<file path="src/rtl/wdt_pkg.sv">
package wdt_pkg;
  typedef enum logic [2:0] {
    REG_CTRL    = 3'd0,
    REG_TIMEOUT = 3'd1,
    REG_RESTART = 3'd2,
    REG_COUNT   = 3'd3,
    REG_STATUS  = 3'd4,
    REG_IRQ_CLR = 3'd5
  } wdt_reg_e;

  localparam logic [7:0] RESTART_KEY = 8'h76;
  localparam int         CODE_W      = 4;
endpackage

</file>
<file path="src/rtl/wdt_regs.sv">
module wdt_regs
  import wdt_pkg::*;
#(
  parameter int DW = 32
) (
  input  logic              clk,
  input  logic              rst_n,
  input  logic              wr_ctrl,
  input  logic              wr_timeout,
  input  logic [DW-1:0]     wdata,
  output logic              en,
  output logic              mode,
  output logic [CODE_W-1:0] code,
  output logic              start
);
  logic              en_q, en_d;
  logic              mode_q, mode_d;
  logic [CODE_W-1:0] code_q, code_d;

  // enable is sticky: only the block reset clears it
  always_comb begin
    en_d   = en_q | wdata[0];
    mode_d = wdata[1];
    code_d = wdata[CODE_W-1:0];
  end

  always_ff @(posedge clk or negedge rst_n) begin
    if (!rst_n) begin
      en_q   <= 1'b0;
      mode_q <= 1'b0;
      code_q <= '0;
    end else begin
      if (wr_ctrl) begin
        en_q   <= en_d;
        mode_q <= mode_d;
      end
      if (wr_timeout) code_q <= code_d;
    end
  end

  assign start = wr_ctrl & wdata[0] & ~en_q;
  assign en    = en_q;
  assign mode  = mode_q;
  assign code  = code_q;
endmodule

</file>
<file path="src/rtl/wdt_counter.sv">
module wdt_counter
  import wdt_pkg::*;
#(
  parameter int BASE_SHIFT = 16,
  parameter int CW         = BASE_SHIFT + 16
) (
  input  logic              clk,
  input  logic              rst_n,
  input  logic              start,
  input  logic              restart,
  input  logic              en,
  input  logic              hold,
  input  logic [CODE_W-1:0] code,
  output logic [CW-1:0]     cnt,
  output logic              expire
);
  logic [CW-1:0] cnt_q, cnt_d, load;
  logic          cnt_ce;

  always_comb begin
    load   = (CW'(1) << (BASE_SHIFT + int'(code))) - CW'(1);
    expire = en & ~hold & ~start & ~restart & (cnt_q == '0);
    cnt_ce = start | restart | (en & ~hold);
    if (start || restart || expire) cnt_d = load;
    else                            cnt_d = cnt_q - CW'(1);
  end

  always_ff @(posedge clk or negedge rst_n) begin
    if (!rst_n)      cnt_q <= '0;
    else if (cnt_ce) cnt_q <= cnt_d;
  end

  assign cnt = cnt_q;
endmodule

</file>
<file path="src/rtl/wdt_response.sv">
module wdt_response #(
  parameter int RST_LEN = 8,
  localparam int PW     = $clog2(RST_LEN + 1)
) (
  input  logic clk,
  input  logic rst_n,
  input  logic expire,
  input  logic mode,
  input  logic clear_irq,
  output logic irq,
  output logic sys_rst
);
  logic          irq_q, irq_d, fire_rst;
  logic [PW-1:0] pls_q, pls_d;

  always_comb begin
    fire_rst = expire & (~mode | irq_q);
    if (expire && mode && !irq_q) irq_d = 1'b1;
    else if (clear_irq)           irq_d = 1'b0;
    else                          irq_d = irq_q;
    if (fire_rst)            pls_d = PW'(RST_LEN);
    else if (pls_q != '0)    pls_d = pls_q - PW'(1);
    else                     pls_d = '0;
  end

  always_ff @(posedge clk or negedge rst_n) begin
    if (!rst_n) begin
      irq_q <= 1'b0;
      pls_q <= '0;
    end else begin
      irq_q <= irq_d;
      pls_q <= pls_d;
    end
  end

  assign irq     = irq_q;
  assign sys_rst = (pls_q != '0);
endmodule

</file>
<file path="src/rtl/wdt_timer.sv">
module wdt_timer
  import wdt_pkg::*;
#(
  parameter int DW         = 32,
  parameter int BASE_SHIFT = 16,
  parameter int RST_LEN    = 8,
  localparam int CW        = BASE_SHIFT + 16
) (
  input  logic          clk,
  input  logic          rst_n,
  input  logic          bus_sel,
  input  logic          bus_write,
  input  logic [2:0]    bus_addr,
  input  logic [DW-1:0] bus_wdata,
  output logic [DW-1:0] bus_rdata,
  input  logic          pause_en,
  input  logic          pause_req,
  output logic          wdt_irq,
  output logic          wdt_sys_rst
);
  logic              wr_ctrl, wr_timeout, key_wr, restart_ok, clr_rd, hold;
  logic              ctrl_en, ctrl_mode, start, expire;
  logic [CODE_W-1:0] code;
  logic [CW-1:0]     cnt;

  always_comb begin
    wr_ctrl    = bus_sel & bus_write & (bus_addr == REG_CTRL);
    wr_timeout = bus_sel & bus_write & (bus_addr == REG_TIMEOUT);
    key_wr     = bus_sel & bus_write & (bus_addr == REG_RESTART)
               & (bus_wdata[7:0] == RESTART_KEY);
    restart_ok = key_wr & ctrl_en;
    clr_rd     = bus_sel & ~bus_write & (bus_addr == REG_IRQ_CLR);
    hold       = pause_en & pause_req;
  end

  wdt_regs #(.DW(DW)) u_regs (
    .clk(clk), .rst_n(rst_n), .wr_ctrl(wr_ctrl), .wr_timeout(wr_timeout),
    .wdata(bus_wdata), .en(ctrl_en), .mode(ctrl_mode), .code(code),
    .start(start)
  );

  wdt_counter #(.BASE_SHIFT(BASE_SHIFT), .CW(CW)) u_cnt (
    .clk(clk), .rst_n(rst_n), .start(start), .restart(restart_ok),
    .en(ctrl_en), .hold(hold), .code(code), .cnt(cnt), .expire(expire)
  );

  wdt_response #(.RST_LEN(RST_LEN)) u_resp (
    .clk(clk), .rst_n(rst_n), .expire(expire), .mode(ctrl_mode),
    .clear_irq(restart_ok | clr_rd), .irq(wdt_irq), .sys_rst(wdt_sys_rst)
  );

  always_comb begin
    bus_rdata = '0;
    case (bus_addr)
      REG_CTRL:    bus_rdata = DW'({ctrl_mode, ctrl_en});
      REG_TIMEOUT: bus_rdata = DW'(code);
      REG_COUNT:   bus_rdata = DW'(cnt);
      REG_STATUS:  bus_rdata = DW'({ctrl_en, wdt_irq});
      REG_IRQ_CLR: bus_rdata = DW'(wdt_irq);
      default:     bus_rdata = '0;
    endcase
  end
endmodule

</file>
<file path="config.mk">
export PLATFORM = sky130hd
export DESIGN_NAME = wdt_timer
export DESIGN_NICKNAME = d
export VERILOG_FILES = /design/src/rtl/wdt_pkg.sv /design/src/rtl/wdt_regs.sv /design/src/rtl/wdt_counter.sv /design/src/rtl/wdt_response.sv /design/src/rtl/wdt_timer.sv
export SDC_FILE = /design/constraint.sdc
export NUM_CORES = 1
export LEC_CHECK = 0
export BUFFER_PORTS_ARGS = -buffer_cell sky130_fd_sc_hd__buf_2
export CAP_MARGIN = 25
export CORE_ASPECT_RATIO = 2
export CORE_MARGIN = 4
export CORE_UTILIZATION = 40
export DETAILED_ROUTE_END_ITERATION = 10
export PLACE_DENSITY_LB_ADDON = 0.25
export SLEW_MARGIN = 20
export SYNTH_ARGS = -nofsm -noshare
export SYNTH_HDL_FRONTEND = slang
export SYNTH_SLANG_ARGS = --single-unit
</file>
<file path="constraint.sdc">
create_clock -name clk -period 3.8 [get_ports clk]
set_clock_uncertainty 0.05 [all_clocks]
set_input_delay 0.19 -clock clk [delete_from_list [all_inputs] [get_ports clk]]
set_output_delay 0.19 -clock clk [all_outputs]
set_load 0.02 [all_outputs]
</file>
==> flow_summary.json, run 1 <==
{
  "status": "completed",
  "min_path_type": "primary input to flop",
  "fillers": 769,
  "cpMaxStageDelayCell": "or4_1",
  "port_buffers": 50,
  "io_pins": 75,
  "min_period_over_period": 0.832,
  "die_y_um": 130,
  "ant_nets": 0,
  "place_area_um2": 3290,
  "dr.pass1.iters": 4,
  "wl_um": 8590,
  "layout_commonest_cell": "buf_2",
  "track_usage": 0.194,
  "synth_area_um2": 2990,
  "drt-initial-drc-count": 137,
  "tightest_slew_ns": 0.665,
  "synth_fp_nets": 408,
  "hpwlAfterDp_um": 6390,
  "grt_pass1_wl_um": 13900,
  "cp.buffers_inverters": 0,
  "hold_violations": 0,
  "synth_warnings": 0,
  "die_x_um": 69.1,
  "vias_per_cell": 5.88,
  "synth.area.top_cells": "dfrtp_1 36%, and3_1 6.3%, nand2_1 4.5%",
  "seqCellArea_um2": 1080,
  "grt_overflow": 0,
  "worstHoldStart": "bus_wdata[3]",
  "clkTransAtPathRegs_ns": 0.06,
  "synth_top_cell_area_share": 0.360,
  "cts_tree": "built",
  "required_ns": 3.93,
  "yosysTopAreaCell": "dfrtp_1",
  "ys_seq_area_frac": 0.360,
  "p_total_mw": 2.02,
  "post-cts-setup-buffers": 0,
  "leakage_nw": 1.59,
  "num_vias": 2918,
  "critPathKind": "flop to flop",
  "clock_sinks": 43,
  "cts_hold_buf": 0,
  "finalMaxSlewViolations": 0,
  "finalSetupTns_ns": 0,
  "first_global_vias": 2833,
  "crit_path_end_kind": "flop",
  "worstSkewPairLatency_ns": 0.29,
  "cpPeakStageDelay_ns": 0.73,
  "area_delta_synth_final_pct": 16.9,
  "ys_async_sr_fraction": 1.00,
  "netlist_instances": 363,
  "antenna_found_initial": 0,
  "num_rows": 44,
  "cp_common_cell": "or4_4",
  "synth.distinct_cells": 52,
  "crit_fanout": 16,
  "dieArea_um2": 9000,
  "p_per_area_nw_per_um2": 578,
  "clk_path_buf_depth": 2,
  "cts_root_buf": "clkbuf_16",
  "setup_viol_count_final": 0,
  "place.gp.congestion": 0.873,
  "design_area_um2": 3490,
  "syn_avg_cell_area_um2": 8.23,
  "setup.worst_path.start": "u_cnt.cnt[3]$_DFFE_PN0P_",
  "coreArea_um2": 7270,
  "start_util": 0.411,
  "ir_drop_uv": 519,
  "grt_start_max_net_pins": 44,
  "drive_above_1_share": 0.200,
  "start_kind": "flop",
  "diodes": 0,
  "critical-path-top-delay-family": "simple AND/OR/NAND/NOR gates",
  "avgRoutedWirePerCell_um": 17.3,
  "max_freq_mhz": 316,
  "regToRegStartpoint": "u_cnt.cnt[3]$_DFFE_PN0P_",
  "cp_cell_sequence": "or4_4, or4_4, or4_1, nand2_2, nor2_1, a311o_1",
  "rsz0062_at_grt": "false",
  "numCtsBuffers": 5,
  "synth_seq_cells": 43,
  "final_cell_mix": "50 x buf_2, 43 x dfrtp_1, 36 x nand2_1",
  "multi_input_area_um2": 1780,
  "slew_headroom": 0.557,
  "drv_cap": 0,
  "synth-edff-count": 0,
  "drcViolationCount": 0,
  "cts_resized": 0,
  "synthFlopType": "dfrtp_1",
  "h-tree-depth": 2,
  "final.min_clock_period_ns": 3.16,
  "cp_data_arrival_time_ns": 3.28,
  "fin_nets": 448
}
## stage by stage
stage	setup WS, ns	util	hold slack, ns	instances
final	0.640	0.481	0.0911	496
after global routing	0.569	0.481	0.0954	496
after CTS	0.667	0.476	0.0363	494
after detailed placement	0.691	0.453	0.350	486
after global placement	0.698	0.453	0.359	486
after floorplan	1.11	-	-0.156	363
## cell families after synthesis
kind of cell	count (synthesis)	share of synthesized area
and+or+nand+nor	206	0.376
AOI/OAI and AO/OA	53	0.121
DFF	43	0.360
buffers and inverters	31	0.0440
xor gates and xnor gates	16	0.0469
muxes	10	0.0356
adders and majority gates	4	0.0168
## cell usage after synthesis (all sizes together), types with 5 or more instances
cell,count
nand4b,6
nand4,12
o21ai,11
o211ai,6
nor4,14
and3,30
a21oi,11
nand2,37
xor2,9
inv,6
buf,5
nor3,22
nor2,29
nand3,23
or4,7
nand2b,6
or3,5
mux2i,5
a31oi,5
dfrtp,43
clkbuf,20
mux2,5
xnor2,7
## where the power goes
group | total [mW] | leakage, nW | internal (mW) | switching, mW
clock | 0.502 | 0.0844 | 0.313 | 0.189
sequential | 0.854 | 0.526 | 0.608 | 0.246
combinational | 0.663 | 0.978 | 0.287 | 0.375
total | 2.02 | 1.59 | 1.21 | 0.810
## sequential cells by signal, indices dropped and copies added, names as in the netlist
name and flops:
u_cnt.cnt 32, u_regs.mode 1, u_regs.code 4, u_resp.irq 1
u_regs.en 1, u_resp.pls_q 4
## routing by layer
layer | part of all wire | up-vias | wire length [um] | GRT usage
li1 | - | 1420 | - | -
met1 | 0.38 | 1415 | 3240 | 0.199
met2 | 0.55 | 61 | 4750 | 0.365
met3 | 0.032 | 22 | 274 | 0.0332
met4 | 0.038 | 0 | 328 | 0.114
met5 | 0 | - | 0 | 0
## final cells by class
cell class,instances,area share
clock inverter,3,0.0136
timing repair buffer,58,0.0932
tap,92,0.0330
sequential,43,0.308
inverter,6,0.00645
clock buffer,5,0.0358
multi-input combinational,289,0.510
## worst paths after layout
kind,end,slack [ns],cells after the start
setup / recovery,u_cnt.cnt[21]$_DFFE_PN0P_,0.64,6
setup reg to reg,u_cnt.cnt[21]$_DFFE_PN0P_,0.64,6
min in group asynchronous,u_resp.pls_q[0]$_DFF_PN0_,0.31,2
hold / removal,u_regs.code[3]$_DFFE_PN0P_,0.09,2
hold reg to reg,u_resp.pls_q[0]$_DFF_PN0_,0.41,1
max in group asynchronous,u_cnt.cnt[17]$_DFFE_PN0P_,2.91,3
Note: power is estimated with default switching activity, not from simulation.
==> run 2: changes to the inputs <==
--- a/config.mk
+++ b/config.mk
@@ -5,6 +5,7 @@
 export SDC_FILE = /design/constraint.sdc
 export NUM_CORES = 1
 export LEC_CHECK = 0
+export ABC_AREA = 1
 export BUFFER_PORTS_ARGS = -buffer_cell sky130_fd_sc_hd__buf_2
 export CAP_MARGIN = 25
 export CORE_ASPECT_RATIO = 2
==> constraint.sdc (replaced) <==
create_clock -name clk -period 3.25 [get_ports clk]
set_clock_uncertainty 0.05 [all_clocks]
set_input_delay 0.1625 -clock clk [delete_from_list [all_inputs] [get_ports clk]]
set_output_delay 0.1625 -clock clk [all_outputs]
set_load 0.02 [all_outputs]
==> run 2 against run 1 <==
Net effect:
- synthesized area up 15%
- first-iteration DRC count up 49%
- hold slack worse by 0.018 ns
- critical path depth up 4
- non-clock buffer count down 7
- setup slack better by 0.52 ns
- register-to-register slack better by 0.52 ns
- global-route usage up 1.0 points
- clock power up 12%
- cell area up 12%
- synthesized cell count up 51%
- critical endpoint is now u_cnt.cnt[1]$_DFFE_PN0P_
- highest routed layer unchanged
==> flow_summary.json, run 2 <==
{
  "power_frac_clock": 0.310,
  "critPathKind": "flop to flop",
  "seqCellArea_um2": 1080,
  "grt_start_max_net_pins": 44,
  "fillers": 895,
  "first_global_vias": 3447,
  "cts_root_buf": "clkbuf_16",
  "h-tree-depth": 2,
  "avgRoutedWirePerCell_um": 14.3,
  "clock_sinks": 43,
  "required_ns": 3.39,
  "vias_per_cell": 5.03,
  "finalSetupTns_ns": 0,
  "clkTransAtPathRegs_ns": 0.07,
  "synth_fp_nets": 592,
  "dieArea_um2": 10200,
  "grt_overflow": 0,
  "io_pins": 75,
  "tightest_slew_ns": 0.962,
  "p_sw_frac": 0.381,
  "p_comb_frac": 0.295,
  "rsz0062_at_grt": "false",
  "leakage_nw": 2.08,
  "synth_seq_cells": 43,
  "drive_above_1_share": 0.191,
  "slew_headroom": 0.358,
  "cts_tree": "built",
  "post-cts-setup-buffers": 0,
  "antenna_found_initial": 0,
  "synth_top_cell_area_share": 0.312,
  "min_period_over_period": 0.642,
  "yosysTopAreaCell": "dfrtp_1",
  "drcViolationCount": 0,
  "post-place-ws_ns": 1.16,
  "finalMaxSlewViolations": 0,
  "switchingPower_mw": 0.688,
  "hold_violations": 0,
  "grt_pass1_wl_um": 16300,
  "die_y_um": 139,
  "worstSkewPairLatency_ns": 0.30,
  "cts_hold_buf": 0,
  "max_freq_mhz": 479,
  "crit_fanout": 28,
  "min_path_type": "primary input to flop",
  "intPower_mw": 1.12,
  "track_usage": 0.204,
  "start_kind": "flop",
  "synth.distinct_cells": 34,
  "final.min_clock_period_ns": 2.09,
  "ys_async_sr_fraction": 1.00,
  "wl_um": 9940,
  "ys_top_cells_by_count": "151 x nand2_1, 104 x nor2_1, 66 x inv_1",
  "diodes": 0,
  "clk_path_buf_depth": 2,
  "status": "completed",
  "die_x_um": 73.6,
  "cts_resized": 0,
  "crit_path_end_kind": "flop",
  "synth_most_common_cell": "nand2_1",
  "fin_nets": 640,
  "synth_warnings": 0,
  "drt-initial-drc-count": 204,
  "fin_ws_ns": 1.16,
  "layout_commonest_cell": "nand2_1",
  "multi_input_area_um2": 1990,
  "dpl.cell_count": 685,
  "netlist_instances": 547,
  "largest_register_ffs": 32,
  "synth.area.top_cells": "dfrtp_1 31%, nand2_1 16%, nor2_1 11%",
  "synthFlopType": "dfrtp_1",
  "num_vias": 3490,
  "coreArea_um2": 8350,
  "cp_data_arrival_time_ns": 2.23,
  "setup_viol_count_final": 0,
  "port_buffers": 50,
  "drv_cap": 0,
  "ir_drop_uv": 340,
  "num_rows": 47,
  "syn_avg_cell_area_um2": 6.30,
  "numCtsBuffers": 5,
  "synth_area_um2": 3440,
  "start_util": 0.412,
  "power_frac_seq": 0.395,
  "final_cell_mix": "151 x nand2_1, 104 x nor2_1, 66 x inv_1",
  "ys_seq_area_frac": 0.312,
  "fin_cells": 694,
  "dr.pass1.iters": 4,
  "synth-edff-count": 0,
  "place.gp.congestion": 0.914,
  "p_per_area_nw_per_um2": 460,
  "area_delta_synth_final_pct": 13.9,
  "ant_nets": 0,
  "hpwlAfterDp_um": 7900
}
## run 2: changes by cell type after synthesis, sizes merged, moves of 14 or more
cell	delta
and3	-30
nand2	+130
nor3	-17
clkbuf	-17
nor2	+91
nand3	+37
inv	+73
nor4	-14
## run 2: critical path, cell delays in order (launching register included)
cell     delay [ns]
dfrtp_1        0.40
inv_2          0.06
ha_1           0.21
nand3_1        0.09
nor2_1         0.05
nand2_1        0.05
nor2_1         0.06
a21oi_4        0.69
nand3_1        0.12
o21ai_0        0.11
inv_1          0.06
## run 2: layout make-up
type / instances / share of cell area
timing repair buffer: 51 / 0.0670
tap: 98 / 0.0313
sequential: 43 / 0.274
clock buffer: 7 / 0.0389
multi-input combinational: 412 / 0.508
clock inverter: 1 / 0.00191
inverter: 82 / 0.0785
## run 2: cell families after synthesis
group,share of synthesized area
adder cells (fa/ha/maj),0.0145
flip-flops,0.312
AND/OR/NAND/NOR,0.468
XOR/XNOR,0.0254
AO/OA/AOI/OAI,0.0705
buffers and inverters,0.109
## run 2: worst paths after layout
path / from / end / depth (start not counted) / slack, ns
min: bus_wdata[1] / u_regs.mode$_DFFE_PN0N_ / 3 / 0.07
min reg2reg: u_cnt.cnt[0]$_DFFE_PN0P_ / u_cnt.cnt[0]$_DFFE_PN0P_ / 1 / 0.48
max: u_cnt.cnt[0]$_DFFE_PN0P_ / u_cnt.cnt[1]$_DFFE_PN0P_ / 10 / 1.16
max reg2reg: u_cnt.cnt[0]$_DFFE_PN0P_ / u_cnt.cnt[1]$_DFFE_PN0P_ / 10 / 1.16
min in group asynchronous: rst_n / u_cnt.cnt[3]$_DFFE_PN0P_ / 2 / 0.36
max in group asynchronous: rst_n / u_cnt.cnt[27]$_DFFE_PN0P_ / 2 / 2.39
## run 2: per-stage QoR
step                      total power [mW]  instance area [um2]  hold WS [ns]  utilization
after detailed placement              1.25                 3750         0.348        0.449
after global routing                  1.92                 3920        0.0877        0.470
after CTS                             1.81                 3910        0.0311        0.468
after global placement                1.24                 3750         0.347        0.449
final                                 1.81                 3920        0.0731        0.470
after floorplan                       1.09                 3440        -0.183            -
## run 2: power by group through the flow
stage | combinational (mW) | sequential [mW] | clock [mW]
floorplan | 0.402 | 0.692 | 0
global placement | 0.526 | 0.716 | 0
detailed placement | 0.533 | 0.720 | 0
CTS | 0.536 | 0.710 | 0.567
global route | 0.614 | 0.723 | 0.580
finish | 0.533 | 0.712 | 0.560
## run 2: routing by layer
| layer | vias to the layer above | global-route usage | routed length (um) |
|---|---|---|---|
| met5 | - | 0 | 0 |
| met4 | 0 | 0.115 | 529 |
| met3 | 29 | 0.0253 | 349 |
| met2 | 69 | 0.384 | 5570 |
| met1 | 1600 | 0.203 | 3490 |
| li1 | 1792 | - | - |
